[src/rtl/i2cm_pkg.sv]
package i2cm_pkg;
  typedef enum logic [2:0] {
    ST_IDLE,
    ST_SETUP,
    ST_LOW,
    ST_HIGH,
    ST_TAIL
  } phase_e;

  localparam logic [1:0] OP_WRITE  = 2'b00;
  localparam logic [1:0] OP_RD_ACK = 2'b01;

  localparam int unsigned BITS_PER_BYTE = 8;
endpackage

[src/rtl/i2cm_sync.sv]
module i2cm_sync #(
  parameter int unsigned STAGES = 2
) (
  input  logic clk,
  input  logic rst_n,
  input  logic d,
  output logic q
);
  logic [STAGES-1:0] chain;

  genvar g;
  generate
    for (g = 0; g < STAGES; g++) begin : g_stage
      if (g == 0) begin : g_first
        always_ff @(posedge clk or negedge rst_n)
          if (!rst_n) chain[0] <= 1'b1;
          else        chain[0] <= d;
      end else begin : g_next
        always_ff @(posedge clk or negedge rst_n)
          if (!rst_n) chain[g] <= 1'b1;
          else        chain[g] <= chain[g-1];
      end
    end
  endgenerate

  assign q = chain[STAGES-1];
endmodule

[src/rtl/i2cm_tick_counter.sv]
module i2cm_tick_counter #(
  parameter int unsigned W = 10
) (
  input  logic         clk,
  input  logic         rst_n,
  input  logic         clr,
  input  logic         en,
  input  logic [W-1:0] limit,
  output logic         hit
);
  logic [W-1:0] cnt;

  assign hit = en && !clr && (cnt == limit - W'(1));

  always_ff @(posedge clk or negedge rst_n) begin
    if (!rst_n)   cnt <= '0;
    else if (clr) cnt <= '0;
    else if (en)  cnt <= hit ? '0 : cnt + W'(1);
  end
endmodule

[src/rtl/i2cm_shreg.sv]
module i2cm_shreg #(
  parameter int unsigned W = 8
) (
  input  logic         clk,
  input  logic         rst_n,
  input  logic         load,
  input  logic [W-1:0] load_val,
  input  logic         shift,
  input  logic         sin,
  output logic [W-1:0] q
);
  always_ff @(posedge clk or negedge rst_n) begin
    if (!rst_n)     q <= '0;
    else if (load)  q <= load_val;
    else if (shift) q <= {q[W-2:0], sin};
  end
endmodule

[src/rtl/i2c_byte_master.sv]
module i2c_byte_master
  import i2cm_pkg::*;
#(
  parameter int unsigned HALF_CYC    = 625,
  parameter int unsigned ACK_POLLS   = 255,
  parameter int unsigned SYNC_STAGES = 2
) (
  input  logic       clk,
  input  logic       rst_n,
  input  logic       cmd_valid,
  output logic       cmd_ready,
  input  logic [1:0] cmd_op,
  input  logic [7:0] cmd_wdata,
  output logic       rsp_done,
  output logic [7:0] rsp_rdata,
  output logic       rsp_ack,
  output logic       scl_oe,
  input  logic       scl_in,
  output logic       sda_oe,
  input  logic       sda_in
);
  localparam int unsigned MAXCNT = (HALF_CYC > ACK_POLLS) ? HALF_CYC : ACK_POLLS;
  localparam int unsigned CW     = $clog2(MAXCNT + 1);
  localparam int unsigned BW     = $clog2(BITS_PER_BYTE + 1);
  localparam logic [BW-1:0] ACK_SLOT = BW'(BITS_PER_BYTE);

  phase_e          st;
  logic [BW-1:0]   bit_idx;
  logic            is_rd;
  logic            ack_drv;
  logic            scl_hold;
  logic            low_first;
  logic            sda_q;
  logic            ack_q;
  logic            done_q;
  logic [7:0]      rdata_q;
  logic            ack_out_q;

  logic            scl_s, sda_s;
  logic            accept;
  logic            in_ack_slot;
  logic            polling;
  logic            early_ack;
  logic            cnt_clr, cnt_en, cnt_hit;
  logic [CW-1:0]   cnt_limit;
  logic            sh_shift;
  logic [7:0]      sh_q;
  logic            next_drive;

  i2cm_sync #(.STAGES(SYNC_STAGES)) u_sync_scl (
    .clk(clk), .rst_n(rst_n), .d(scl_in), .q(scl_s)
  );
  i2cm_sync #(.STAGES(SYNC_STAGES)) u_sync_sda (
    .clk(clk), .rst_n(rst_n), .d(sda_in), .q(sda_s)
  );

  assign accept      = cmd_valid && (st == ST_IDLE);
  assign in_ack_slot = (bit_idx == ACK_SLOT);
  assign polling     = (st == ST_HIGH) && in_ack_slot && !is_rd;
  assign early_ack   = polling && scl_s && !sda_s;

  always_comb begin
    unique case (st)
      ST_SETUP, ST_LOW, ST_TAIL: cnt_en = 1'b1;
      ST_HIGH:                   cnt_en = scl_s;
      default:                   cnt_en = 1'b0;
    endcase
  end

  assign cnt_clr   = (st == ST_IDLE) || early_ack;
  assign cnt_limit = polling ? CW'(ACK_POLLS) : CW'(HALF_CYC);

  i2cm_tick_counter #(.W(CW)) u_timer (
    .clk(clk), .rst_n(rst_n), .clr(cnt_clr), .en(cnt_en),
    .limit(cnt_limit), .hit(cnt_hit)
  );

  assign sh_shift = (st == ST_HIGH) && !in_ack_slot && cnt_hit;

  i2cm_shreg #(.W(8)) u_shift (
    .clk(clk), .rst_n(rst_n), .load(accept), .load_val(cmd_wdata),
    .shift(sh_shift), .sin(sda_s), .q(sh_q)
  );

  always_comb begin
    if (in_ack_slot) next_drive = is_rd && ack_drv;
    else             next_drive = !is_rd && !sh_q[7];
  end

  always_ff @(posedge clk or negedge rst_n) begin
    if (!rst_n) begin
      st        <= ST_IDLE;
      bit_idx   <= '0;
      is_rd     <= 1'b0;
      ack_drv   <= 1'b0;
      scl_hold  <= 1'b0;
      low_first <= 1'b0;
      sda_q     <= 1'b0;
      ack_q     <= 1'b0;
      done_q    <= 1'b0;
      rdata_q   <= '0;
      ack_out_q <= 1'b0;
    end else begin
      done_q <= 1'b0;
      unique case (st)
        ST_IDLE: begin
          if (accept) begin
            st       <= ST_SETUP;
            is_rd    <= (cmd_op != OP_WRITE);
            ack_drv  <= (cmd_op == OP_RD_ACK);
            scl_hold <= 1'b1;
            sda_q    <= 1'b0;
          end
        end
        ST_SETUP: begin
          if (cnt_hit) begin
            st        <= ST_LOW;
            bit_idx   <= '0;
            low_first <= 1'b1;
          end
        end
        ST_LOW: begin
          if (low_first) begin
            sda_q     <= next_drive;
            low_first <= 1'b0;
          end
          if (cnt_hit) st <= ST_HIGH;
        end
        ST_HIGH: begin
          if (!in_ack_slot) begin
            if (cnt_hit) begin
              st        <= ST_LOW;
              bit_idx   <= bit_idx + BW'(1);
              low_first <= 1'b1;
            end
          end else if (is_rd) begin
            if (cnt_hit) begin
              ack_q <= !sda_s;
              st    <= ST_TAIL;
            end
          end else if (early_ack) begin
            ack_q <= 1'b1;
            st    <= ST_TAIL;
          end else if (cnt_hit) begin
            ack_q <= 1'b0;
            st    <= ST_TAIL;
          end
        end
        ST_TAIL: begin
          if (cnt_hit) begin
            st        <= ST_IDLE;
            sda_q     <= 1'b0;
            done_q    <= 1'b1;
            rdata_q   <= sh_q;
            ack_out_q <= ack_q;
          end
        end
        default: st <= ST_IDLE;
      endcase
    end
  end

  assign cmd_ready = (st == ST_IDLE);
  assign scl_oe    = scl_hold && (st != ST_HIGH);
  assign sda_oe    = sda_q;
  assign rsp_done  = done_q;
  assign rsp_rdata = rdata_q;
  assign rsp_ack   = ack_out_q;
endmodule

[config.mk]
export PLATFORM = sky130hd
export DESIGN_NAME = i2c_byte_master
export DESIGN_NICKNAME = d
export VERILOG_FILES = /design/src/rtl/i2cm_pkg.sv /design/src/rtl/i2cm_sync.sv /design/src/rtl/i2cm_tick_counter.sv /design/src/rtl/i2cm_shreg.sv /design/src/rtl/i2c_byte_master.sv
export SDC_FILE = /design/constraint.sdc
export NUM_CORES = 1
export LEC_CHECK = 0
export BUFFER_PORTS_ARGS = -buffer_cell sky130_fd_sc_hd__clkbuf_2
export CAP_MARGIN = 30
export CORE_UTILIZATION = 51
export CTS_CLUSTER_DIAMETER = 80
export DETAILED_ROUTE_END_ITERATION = 6
export PLACE_DENSITY = 0.77
export SYNTH_ARGS = -nofsm -noshare
export SYNTH_HDL_FRONTEND = slang
export SYNTH_SLANG_ARGS = --single-unit
[constraint.sdc]
create_clock -name clk -period 2.7 [get_ports clk]
set_clock_uncertainty 0.15 [all_clocks]
set_input_delay 0.54 -clock clk [delete_from_list [all_inputs] [get_ports clk]]
set_output_delay 0.54 -clock clk [all_outputs]
set_load 0.005 [all_outputs]
==> key figures, run 1 <==
STA
  • Period utilization: 0.947
  • Final setup viols: 0
  • Min cycle time layout: 2.56 ns
  • Final Slew Violations: 0
  • Setup ws final: 0.143 ns
  • Setup_tns: 0 ns
  • Relative slew slack: 0.554
  • Fmax: between 0.3 and 0.4 GHz
  • Final Hold Viols: 0
  • Least-Margin Pin Slew: around 0.67 ns
  • RSZ-0062 raised after global routing: no

Critical path
  • Critical path's largest stage delay: around 0.5 ns
  • Worst reg2reg path depth: 8
  • CP max FO: 9
  • Worst r2r src: bit_idx[0]
  • Startpoint Class: flip-flop
  • CP endpoint kind: flip-flop
  • Crit path max-delay family: simple AND/OR/NAND/NOR gates
  • CP max stage cell: or3_1
  • Buf/Inv on CP: 2
  • R2r endpoint: u_timer.cnt[6]
  • Worst EP required: about 2.8 ns
  • Crit path top cell by count: or3_1
  • CP Class: flip-flop to flip-flop
  • Crit-path cells: inv_1 -> ha_1 -> nor4bb_2 -> buf_4 -> and4b_1 -> or3_1 -> or3_1 -> a31oi_1
  • WP data arrival: ~2.6 ns
  • Reg2Reg Setup Slack: around 0.14 ns

Yosys
  • Share of the synthesized area in the top cell type: 0.462
  • Seq/Total Area, Yosys: 0.509
  • Count leader, synth: dfrtp_1
  • Yosys reg bits: between 40 and 50
  • Synth Flop Type: dfrtp_1
  • Area leader, netlist: dfrtp_1
  • Cell variety after synth: 48
  • Synth Net Count: between 200 and 250
  • Cells after synthesis: 210
  • Post-synth EDFFs: 0
  • Synth Warn #: 0
  • Largest cells by area after synthesis: dfrtp_1 (46%), dfstp_2 (4.7%), mux2_2 (4.6%)
  • Post-synthesis async set-or-reset flop share: 1.00
  • Synth cell count leaders: dfrtp_1 (41), nand2_1 (17), a31oi_1 (13)
  • Post-Syn Area: about 0.0022 mm^2
  • Synthesized area per cell: approximately 11 um^2

Flow run
  • Max-Cap Viols: 0

Clock tree
  • Clock slew at reported path FFs: about 0.090 ns
  • CTS Buf Count: 5
  • TritonCTS clock tree: yes
  • CTS sink cnt: between 40 and 50
  • Htree depth: 2
  • CTS root buf: clkbuf_8
  • Clk Latency, worst-skew pair: ~0.31 ns
  • Clock buffer depth: 2

Detailed routing
  • DRT iter0 DRCs: 143
  • Vias per cell: just under 6
  • Antenna-violating nets left: 0
  • Total number of vias: ~1800
  • DRC Markers: 0
  • DRT Pass-1 Iters: 4
  • WL/cell: around 16 um
  • Final wirelength: between 4000 and 5000 um

Hold path
  • Hold WC Path Type: input pin to flip-flop
  • Hold EP: u_sync_sda.chain[0]
  • Hold path start: sda_in
  • WHS Path Cells: 1

Global routing
  • First-pass GRT wire length: around 7500 um
  • Vias in the first global route: ~1600
  • All-Layer GR Usage: 0.222
  • Antenna violations before repair: 0
  • M1 GR Usage: 0.304
  • Pin count of the biggest net entering global routing: 22
  • Met3 usage: 0.0450
  • Remaining Overflow, GRT: 0
  • Grt met2 use: 0.333
  • Gr busiest metal: met2

Power and ir drop
  • Peak VDD IR: just over 0.4 mV
  • Static Leak: about 0.0012 uW
  • Power Density: between 500 and 600 mW/mm^2

Cells and area
  • Multi-input gate area: about 0.0010 mm^2
  • Area Growth Syn to Fin: 17.5%
  • Antenna cells: 0
  • Total Nets Final: about 270
  • Filler cells: 323
  • Share of cells above drive strength 1: 0.275
  • FF+latch area: around 0.0011 mm^2
  • Post-route cell area: 0.00261 mm^2

Floorplanning
  • Die height: about 70 um
  • Placeable Area: 0.00409 mm^2
  • Initial core utilization: 0.544
  • I/O Pins: 28
  • Die ar.: 0.00463 mm^2
  • Die W: roughly 70 um
  • Row cnt: 23

Placed design
  • Pre-CTS WS: around 0.084 ns
  • Post-DP Area: about 0.0025 mm^2
  • Port buffer count: 27
  • Gp weighted congestion: 0.861
  • Detailed placement HPWL: between 3000 and 4000 um

Outcome
  • Outcome: finished clean
-- worst register-to-register path, cell delays in order, from the launching register on --
cell and delay [ns]:
dfrtp_1 0.41, inv_1 0.09, ha_1 0.22, nor4bb_2 0.18, buf_4 0.15, and4b_1 0.22
or3_1 0.51, or3_1 0.39, a31oi_1 0.17
-- stage by stage --
stage	hold slack (ns)	util	total power (uW)	instances
3_3_place_gp	0.196	0.610	1010	292
3_5_place_dp	0.197	0.610	1020	292
6_report	0.165	0.639	1450	301
4_1_cts	0.156	0.636	1460	301
2_1_floorplan	0.0944	-	951	210
5_1_grt	0.149	0.639	1530	301
-- final cells by class --
type,count,share of cell area
timing repair buffer,43,0.100
clock buffer,5,0.0264
tap,50,0.0240
multi-input combinational,149,0.398
sequential,45,0.433
clock inverter,3,0.00958
inverter,6,0.00862
-- cell families after synthesis --
kind of cell    count (synthesis)  share of synthesized area
simple gates                   71                      0.186
compound gates                 55                      0.166
xor+xnor                        2                    0.00788
fa+ha+maj                       3                     0.0169
mux                            18                     0.0862
flops                          45                      0.509
buf+inv                        16                     0.0276
-- placed cells by master (no fill, tap or decap), types with 4 or more instances in the layout --
| master | synthesis | final |
|---|---|---|
| a21oi_1 | 5 | 4 |
| a31oi_1 | 13 | 13 |
| and3_1 | 5 | 5 |
| buf_4 | 0 | 14 |
| clkbuf_2 | 0 | 27 |
| clkbuf_8 | 0 | 5 |
| dfrtp_1 | 41 | 41 |
| dfstp_2 | 4 | 4 |
| inv_1 | 6 | 6 |
| mux2_2 | 9 | 9 |
| mux2i_1 | 9 | 9 |
| nand2_1 | 17 | 17 |
| nand3_1 | 8 | 8 |
| nand3b_1 | 5 | 5 |
| nor2_1 | 6 | 6 |
| nor3_1 | 4 | 4 |
| o21ai_0 | 10 | 10 |
| o21ai_1 | 9 | 9 |
| or3_1 | 7 | 7 |
-- timing repair --
action,in CTS,in global routing
hold buffers,1,0
setup buffers,0,0
endpoints found under the setup margin,0,23
hold endpoints to repair,4,0
resized for setup,0,4
-- metal layers --
metal,up-vias,part of all wire
li1,870,-
met1,867,0.46
met2,51,0.47
met3,2,0.064
met4,0,0.0056
met5,-,0
-- worst max path at each step --
stage,start,endpoint,cells after the start
floorplan,bit_idx[0],u_shift.q[0],7
detailed placement,bit_idx[0],ack_q,8
finish,bit_idx[0],u_timer.cnt[6],8
CTS,bit_idx[0],ack_q,8
global route,bit_idx[0],u_shift.q[5],8
global placement,bit_idx[0],u_shift.q[4],8
-- flip-flops by register name (all words and copies together), names as in the netlist, 3 cells and up --
name and cells:
u_shift.q 8, u_timer.cnt 10, bit_idx 4, rsp_rdata 8
st 3
-- report_power, final --
| part | switching (uW) | total, uW | internal (uW) | leakage, uW |
|---|---|---|---|---|
| Combinational | 85.3 | 179 | 94.1 | 0.000562 |
| Sequential | 82.3 | 834 | 752 | 0.000567 |
| Clock | 250 | 439 | 189 | 0.0000452 |
| Total | 417 | 1450 | 1030 | 0.00117 |
Note: power is estimated with default switching activity, not from simulation.
==> inputs of run 2 (changes only) <==
RECOVER_POWER = 100   (was default)
SETUP_SLACK_MARGIN = 0.15   (was default)
==> run 2 against run 1 <==
Global-route usage fell by 0.10 points. Sequential power is essentially flat. Largest cell class unchanged. Sequential cell count did not move. Clock-buffer cell count stayed put. Combinational power fell by 3%. Worst hold slack better by 0.0015 ns. Via count fell by 1.4%. Sequential share of layout area is 0.062 points higher. Die area did not move.
==> key figures, run 2 (synthesized netlist as in run 1, its figures left out) <==
Hold path
  • WHS Path Cells: 1 (unchanged)
  • Hold WC Path Type: input pin to flip-flop
  • Hold EP: u_sync_sda.chain[0]
  • Hold path start: sda_in

Floorplanning
  • Initial core utilization: 0.544 (unchanged)
  • Die height: 68.0 um (unchanged)
  • Die W: 68.0 um (unchanged)
  • Die ar.: 0.00463 mm^2 (unchanged)
  • Row cnt: 23 (unchanged)
  • Placeable Area: 0.00409 mm^2 (unchanged)
  • I/O Pins: 28 (unchanged)

Placed design
  • Gp weighted congestion: 0.842 (-2.1%)
  • Pre-CTS WS: 0.108 ns (+0.0240 ns)
  • Detailed placement HPWL: 3140 um (-9.9%)
  • Port buffer count: 27 (unchanged)

Power and ir drop
  • Power Density: 584 mW/mm^2 (+5.0%)
  • Peak VDD IR: 0.384 mV (-7.0%)
  • P_int: 1120 uW (+8.3%)
  • Switch share: 0.264 (-0.0235)
  • Psw: 402 uW (-3.8%)
  • Clk pwr share: 0.338 (+0.036)
  • Static Leak: 0.00114 uW (-3.2%)
  • Share of power burned in registers: 0.549 (-0.025)
  • Comb power frac: 0.114 (-0.010)

Critical path
  • Startpoint Class: flip-flop
  • Reg2Reg Setup Slack: 0.16 ns (+0.02 ns)
  • CP Class: flip-flop to flip-flop
  • CP max FO: 6 (-3)
  • Worst reg2reg path depth: 6 (-2)
  • CP endpoint kind: flip-flop
  • WP data arrival: 2.57 ns (-0.07 ns)
  • Worst EP required: 2.73 ns (-0.05 ns)
  • R2r endpoint: ack_q
  • Worst r2r src: u_timer.cnt[2]

Detailed routing
  • Antenna-violating nets left: 0 (unchanged)
  • DRT iter0 DRCs: 129 (-9.8%)
  • Final wirelength: 4630 um (-4.0%)
  • DRC Markers: 0 (unchanged)
  • WL/cell: 15.6 um (-3.0%)
  • DRT Pass-1 Iters: 4 (unchanged)
  • Total number of vias: 1765 (-1.4%)
  • Vias per cell: 5.92 (-0.40%)

Cells and area
  • Area Growth Syn to Fin: 17.3%
  • Antenna cells: 0 (unchanged)
  • Most common cell after layout, fill and taps aside: dfrtp_1
  • Multi-input gate area: 0.00106 mm^2 (+2.0%)
  • Most flops, register: u_timer.cnt
  • Share of cells above drive strength 1: 0.234 (-0.0410)
  • Filler cells: 325 (+0.62%)
  • Commonest cells after routing, fill and taps aside: dfrtp_1 (41), clkbuf_2 (19), nand2_1 (17)
  • FF+latch area: 0.00113 mm^2 (unchanged)
  • Total Nets Final: 265 (-1.1%)
  • Max FFs per register: 10 (unchanged)

STA
  • Min cycle time layout: 2.54 ns (-0.0212 ns)
  • Least-Margin Pin Slew: 0.959 ns (+0.290 ns)
  • Setup_tns: 0 ns (unchanged)
  • Final Slew Violations: 0 (unchanged)
  • Setup ws final: 0.164 ns (+0.0212 ns)
  • RSZ-0062 raised after global routing: no
  • Final setup viols: 0 (unchanged)
  • Period utilization: 0.939 (-0.00785)
  • Final Hold Viols: 0 (unchanged)
  • Relative slew slack: 0.360 (-0.193)
  • Fmax: 0.394 GHz (+0.84%)

Global routing
  • First-pass GRT wire length: 7490 um (+0.38%)
  • Remaining Overflow, GRT: 0 (unchanged)
  • All-Layer GR Usage: 0.221 (-0.00103)
  • Antenna violations before repair: 0 (unchanged)
  • Pin count of the biggest net entering global routing: 29 (+32%)
  • Vias in the first global route: 1648 (+2.2%)

Clock tree
  • TritonCTS clock tree: yes
  • CTS Buf Count: 5 (unchanged)
  • Clk Latency, worst-skew pair: 0.30 ns (about the same)
  • Htree depth: 2 (unchanged)
  • Clock slew at reported path FFs: 0.09 ns (about the same)
  • CTS sink cnt: 45 (unchanged)
  • Clock buffer depth: 2 (unchanged)
  • CTS root buf: clkbuf_8

Flow run
  • Max-Cap Viols: 0 (unchanged)

Outcome
  • Outcome: finished clean
-- run 2: power groups by stage --
stage	combinational [uW]	sequential, uW	clock (uW)
after floorplan	130	821	0
after global placement	167	842	0
after detailed placement	175	846	0
after CTS	177	834	521
after global routing	198	849	546
final	173	835	514
-- run 2: stage by stage --
stage	std cells	util	hold slack, ns	cell area, um^2	power, uW
after floorplan	210	-	0.0944	2230	951
after global placement	287	0.603	0.196	2460	1010
after detailed placement	287	0.603	0.197	2460	1020
after CTS	295	0.634	0.0240	2590	1530
after global routing	298	0.638	0.160	2610	1590
final	298	0.638	0.167	2610	1520
-- run 2: final cells by class --
| cell class | instances | share of cell area |
|---|---|---|
| inverters | 6 | 0.00864 |
| clock inverters | 3 | 0.0178 |
| multi-input cells | 149 | 0.407 |
| well taps | 50 | 0.0240 |
| repair buffers | 40 | 0.0825 |
| flip-flops and latches | 45 | 0.434 |
| clock buffers | 5 | 0.0264 |
-- run 2: routing by layer --
layer | vias to the layer above | share of wire | global-route usage | wire [um]
li1 | 861 | - | - | -
met4 | 0 | 0.019 | 0.0964 | 90
met5 | - | 0 | 0 | 0
met1 | 859 | 0.49 | 0.302 | 2250
met3 | 10 | 0.038 | 0.0483 | 177
met2 | 35 | 0.46 | 0.336 | 2110
-- run 2: worst max-delay path: stages (launching register included) --
cell	delay, ns
dfrtp_1	0.43
or4b_1	0.55
a211o_1	0.30
a21oi_1	0.30
buf_4	0.20
nand2_1	0.09
o311ai_0	0.39
-- run 2: how the worst max path moves through the flow --
stage / start / depth (start not counted) / slack (ns) / to
after CTS: u_timer.cnt[2] / 6 / 0.16 / u_shift.q[6]
final: u_timer.cnt[2] / 6 / 0.16 / ack_q
after global routing: u_timer.cnt[2] / 6 / 0.09 / ack_q
after detailed placement: bit_idx[0] / 8 / 0.11 / ack_q
after global placement: bit_idx[0] / 8 / 0.22 / u_shift.q[6]
after floorplan: u_timer.cnt[2] / 5 / 0.22 / u_shift.q[0]
-- run 2: repair_timing --
action,in CTS,in global routing
setup endpoints to repair,16,22
resized for setup,2,7
hold endpoints to repair,0,0
gates cloned,0,0
hold buffers,0,0
buffers inserted,0,3
pin swaps,0,5
==> inputs of run 3 (changes only) <==
ABC_AREA = 1   (was default)
CORE_MARGIN = 3   (was default)
CORE_UTILIZATION = 52   (was 51)
PLACE_DENSITY = 0.78   (was 0.77)
==> run 3 against run 2 <==
Non-clock buffer count is 9 lower. Power rose by 17%. First-iteration DRC count grew 10%. Area after synthesis increased by 5.9%. Clock-buffer cell count up 1. Critical path depth rose by 4. Final area down 0.82%. Die area up 16%. Via count rose by 6.7%. Clock power shrank 16%. Sequential power fell by 0.7%. Global-route usage shrank 2.1 points. Largest power group unchanged.
==> key figures, run 3 <==
Clock tree
  • Htree depth: 2 (unchanged)
  • Clock slew at reported path FFs: 0.08 ns (about the same)
  • CTS sink cnt: 45 (unchanged)
  • TritonCTS clock tree: yes
  • Clock buffer depth: 2 (unchanged)
  • CTS root buf: clkbuf_8
  • Clk Latency, worst-skew pair: 0.29 ns (about the same)
  • CTS Buf Count: 5 (unchanged)

Cells and area
  • Most common cell after layout, fill and taps aside: nand2_1
  • Commonest cells after routing, fill and taps aside: nand2_1 (69), dfrtp_1 (41), inv_1 (38)
  • Area Growth Syn to Fin: 9.95%
  • Antenna cells: 0 (unchanged)
  • Max FFs per register: 10 (unchanged)
  • Total Nets Final: 332 (+25%)
  • Share of cells above drive strength 1: 0.171 (-0.0624)
  • Most flops, register: u_timer.cnt

Yosys
  • Share of the synthesized area in the top cell type: 0.436 (-0.0255)
  • Count leader, synth: nand2_1
  • Largest cells by area after synthesis: dfrtp_1 (44%), nand2_1 (11%), inv_1 (5.9%)
  • Yosys reg bits: 45 (unchanged)
  • Synth Warn #: 0 (unchanged)
  • Synth Net Count: 298 (+31%)
  • Post-synthesis async set-or-reset flop share: 1.00 (unchanged)
  • Synth Flop Type: dfrtp_1
  • Seq/Total Area, Yosys: 0.481 (-0.0282)
  • Synth cell count leaders: nand2_1 (68), dfrtp_1 (41), inv_1 (37)
  • Cells after synthesis: 280 (+33%)
  • Area leader, netlist: dfrtp_1
  • Cell variety after synth: 31 (-35%)
  • Post-synth EDFFs: 0 (unchanged)
  • Post-Syn Area: 0.00235 mm^2 (+5.9%)
  • Synthesized area per cell: 8.40 um^2 (-21%)

Placed design
  • Detailed placement HPWL: 3480 um (+11%)
  • Gp weighted congestion: 0.968 (+15%)
  • Pre-CTS WS: 0.595 ns (+0.487 ns)
  • Port buffer count: 27 (unchanged)

Detailed routing
  • DRT Pass-1 Iters: 4 (unchanged)
  • DRC Markers: 0 (unchanged)
  • Vias per cell: 5.16 (-13%)
  • Antenna-violating nets left: 0 (unchanged)
  • Total number of vias: 1884 (+6.7%)
  • WL/cell: 12.8 um (-18%)
  • Final wirelength: 4670 um (+0.84%)
  • DRT iter0 DRCs: 142 (+10%)

Global routing
  • First-pass GRT wire length: 8200 um (+9.6%)
  • Vias in the first global route: 1848 (+12%)
  • Remaining Overflow, GRT: 0 (unchanged)
  • Antenna violations before repair: 0 (unchanged)
  • Pin count of the biggest net entering global routing: 21 (-28%)
  • All-Layer GR Usage: 0.200 (-0.0208)

STA
  • Fmax: 0.447 GHz (+13%)
  • Final Hold Viols: 0 (unchanged)
  • Final Slew Violations: 0 (unchanged)
  • RSZ-0062 raised after global routing: no
  • Relative slew slack: 0.493 (+0.133)
  • Period utilization: 0.828 (-0.111)
  • Setup_tns: 0 ns (unchanged)
  • Min cycle time layout: 2.24 ns (-0.300 ns)
  • Least-Margin Pin Slew: 0.760 ns (-0.199 ns)
  • Setup ws final: 0.464 ns (+0.300 ns)
  • Final setup viols: 0 (unchanged)

Critical path
  • Crit path max-delay family: simple AND/OR/NAND/NOR gates
  • Crit path top cell by count: nand2_1
  • Buf/Inv on CP: 1 (unchanged)
  • CP endpoint kind: flip-flop
  • CP Depth: 10 (+4)
  • WP data arrival: 2.32 ns (-0.25 ns)
  • Worst reg2reg path depth: 10 (+4)
  • CP Class: flip-flop to flip-flop
  • Crit-path cells: inv_1 -> ha_1 -> nand3_1 -> nor2_4 -> nand4_1 -> nand3_2 -> nor2_1 -> o21ai_0 -> nand2_1 -> nand2_1
  • Startpoint Class: flip-flop
  • CP max FO: 7 (+1)
  • Critical path's largest stage delay: 0.40 ns (-0.15 ns)
  • CP max stage cell: dfrtp_1
  • Worst EP required: 2.79 ns (+0.06 ns)

Floorplanning
  • Die ar.: 0.00537 mm^2 (+16%)
  • I/O Pins: 28 (unchanged)
  • Initial core utilization: 0.564 (+0.0199)
  • Die height: 73.3 um (+7.7%)
  • Die W: 73.3 um (+7.7%)
  • Row cnt: 23 (unchanged)
  • Placeable Area: 0.00417 mm^2 (+2.1%)

Power and ir drop
  • Peak VDD IR: 0.493 mV (+28%)
  • Power Density: 686 mW/mm^2 (+18%)
  • Static Leak: 0.00131 uW (+15%)

Hold path
  • WHS Path Cells: 1 (unchanged)
  • Hold WC Path Type: input pin to flip-flop

Outcome
  • Outcome: finished clean

Flow run
  • Max-Cap Viols: 0 (unchanged)
-- run 3: changes by cell type after synthesis, moves of 8 or more --
cell / change
mux2i_1: -9
nand3_1: +10
nor2_1: +12
nand2_1: +51
clkbuf_1: -8
o21ai_2: +10
mux2_2: -9
inv_1: +31
a31oi_1: -13
-- run 3: layout make-up --
| class | instances | area [um^2] |
|---|---|---|
| fill | 374 | 1590 |
| sequential | 45 | 1130 |
| multi-input combinational | 188 | 978 |
| inverter | 43 | 161 |
| timing repair buffer | 31 | 156 |
| clock buffer | 6 | 82.6 |
| tap | 50 | 62.6 |
| clock inverter | 2 | 13.8 |
-- run 3: final timing paths --
path	from	endpoint	slack [ns]
min	scl_in	u_sync_scl.chain[0]	0.17
min in group asynchronous	rst_n	u_timer.cnt[3]	0.63
min reg2reg	u_sync_sda.chain[0]	u_sync_sda.q	0.21
max	bit_idx[0]	ack_q	0.46
max reg2reg	bit_idx[0]	ack_q	0.46
max in group asynchronous	rst_n	bit_idx[0]	0.69
-- run 3: timing repair --
item,in CTS,in global routing
endpoints found under the hold margin,10,0
gates resized for setup,0,0
hold buffers,1,0
setup buffers,0,0
-- run 3: power by group --
part | total (uW) | internal [uW] | switching (uW)
sequential | 829 | 771 | 58.0
combinational | 513 | 165 | 349
clock | 432 | 208 | 225
-- run 3: cell families after synthesis --
| family | count (synthesis) | synth area share |
|---|---|---|
| AOI/OAI and AO/OA | 44 | 0.115 |
| DFF | 45 | 0.481 |
| buffers and inverters | 47 | 0.0819 |
| and+or+nand+nor | 133 | 0.277 |
| adders and majority gates | 3 | 0.0160 |
| xor gates and xnor gates | 8 | 0.0298 |
-- run 3: per-layer routing --
metal / track usage / up-vias / share of wire
li1: - / 971 / -
met1: 0.267 / 854 / 0.47
met2: 0.317 / 53 / 0.46
met3: 0.0451 / 6 / 0.062
met4: 0.0779 / 0 / 0.014
met5: 0 / - / 0
-- run 3: metrics by stage --
stage	hold WS (ns)	instance area, um^2	power (uW)	utilization	instances
floorplan	0.0944	2350	1250	-	280
global placement	0.197	2540	1370	0.609	356
detailed placement	0.197	2540	1380	0.609	356
CTS	0.159	2650	1820	0.634	365
global route	0.155	2590	1920	0.620	365
finish	0.167	2590	1770	0.620	365
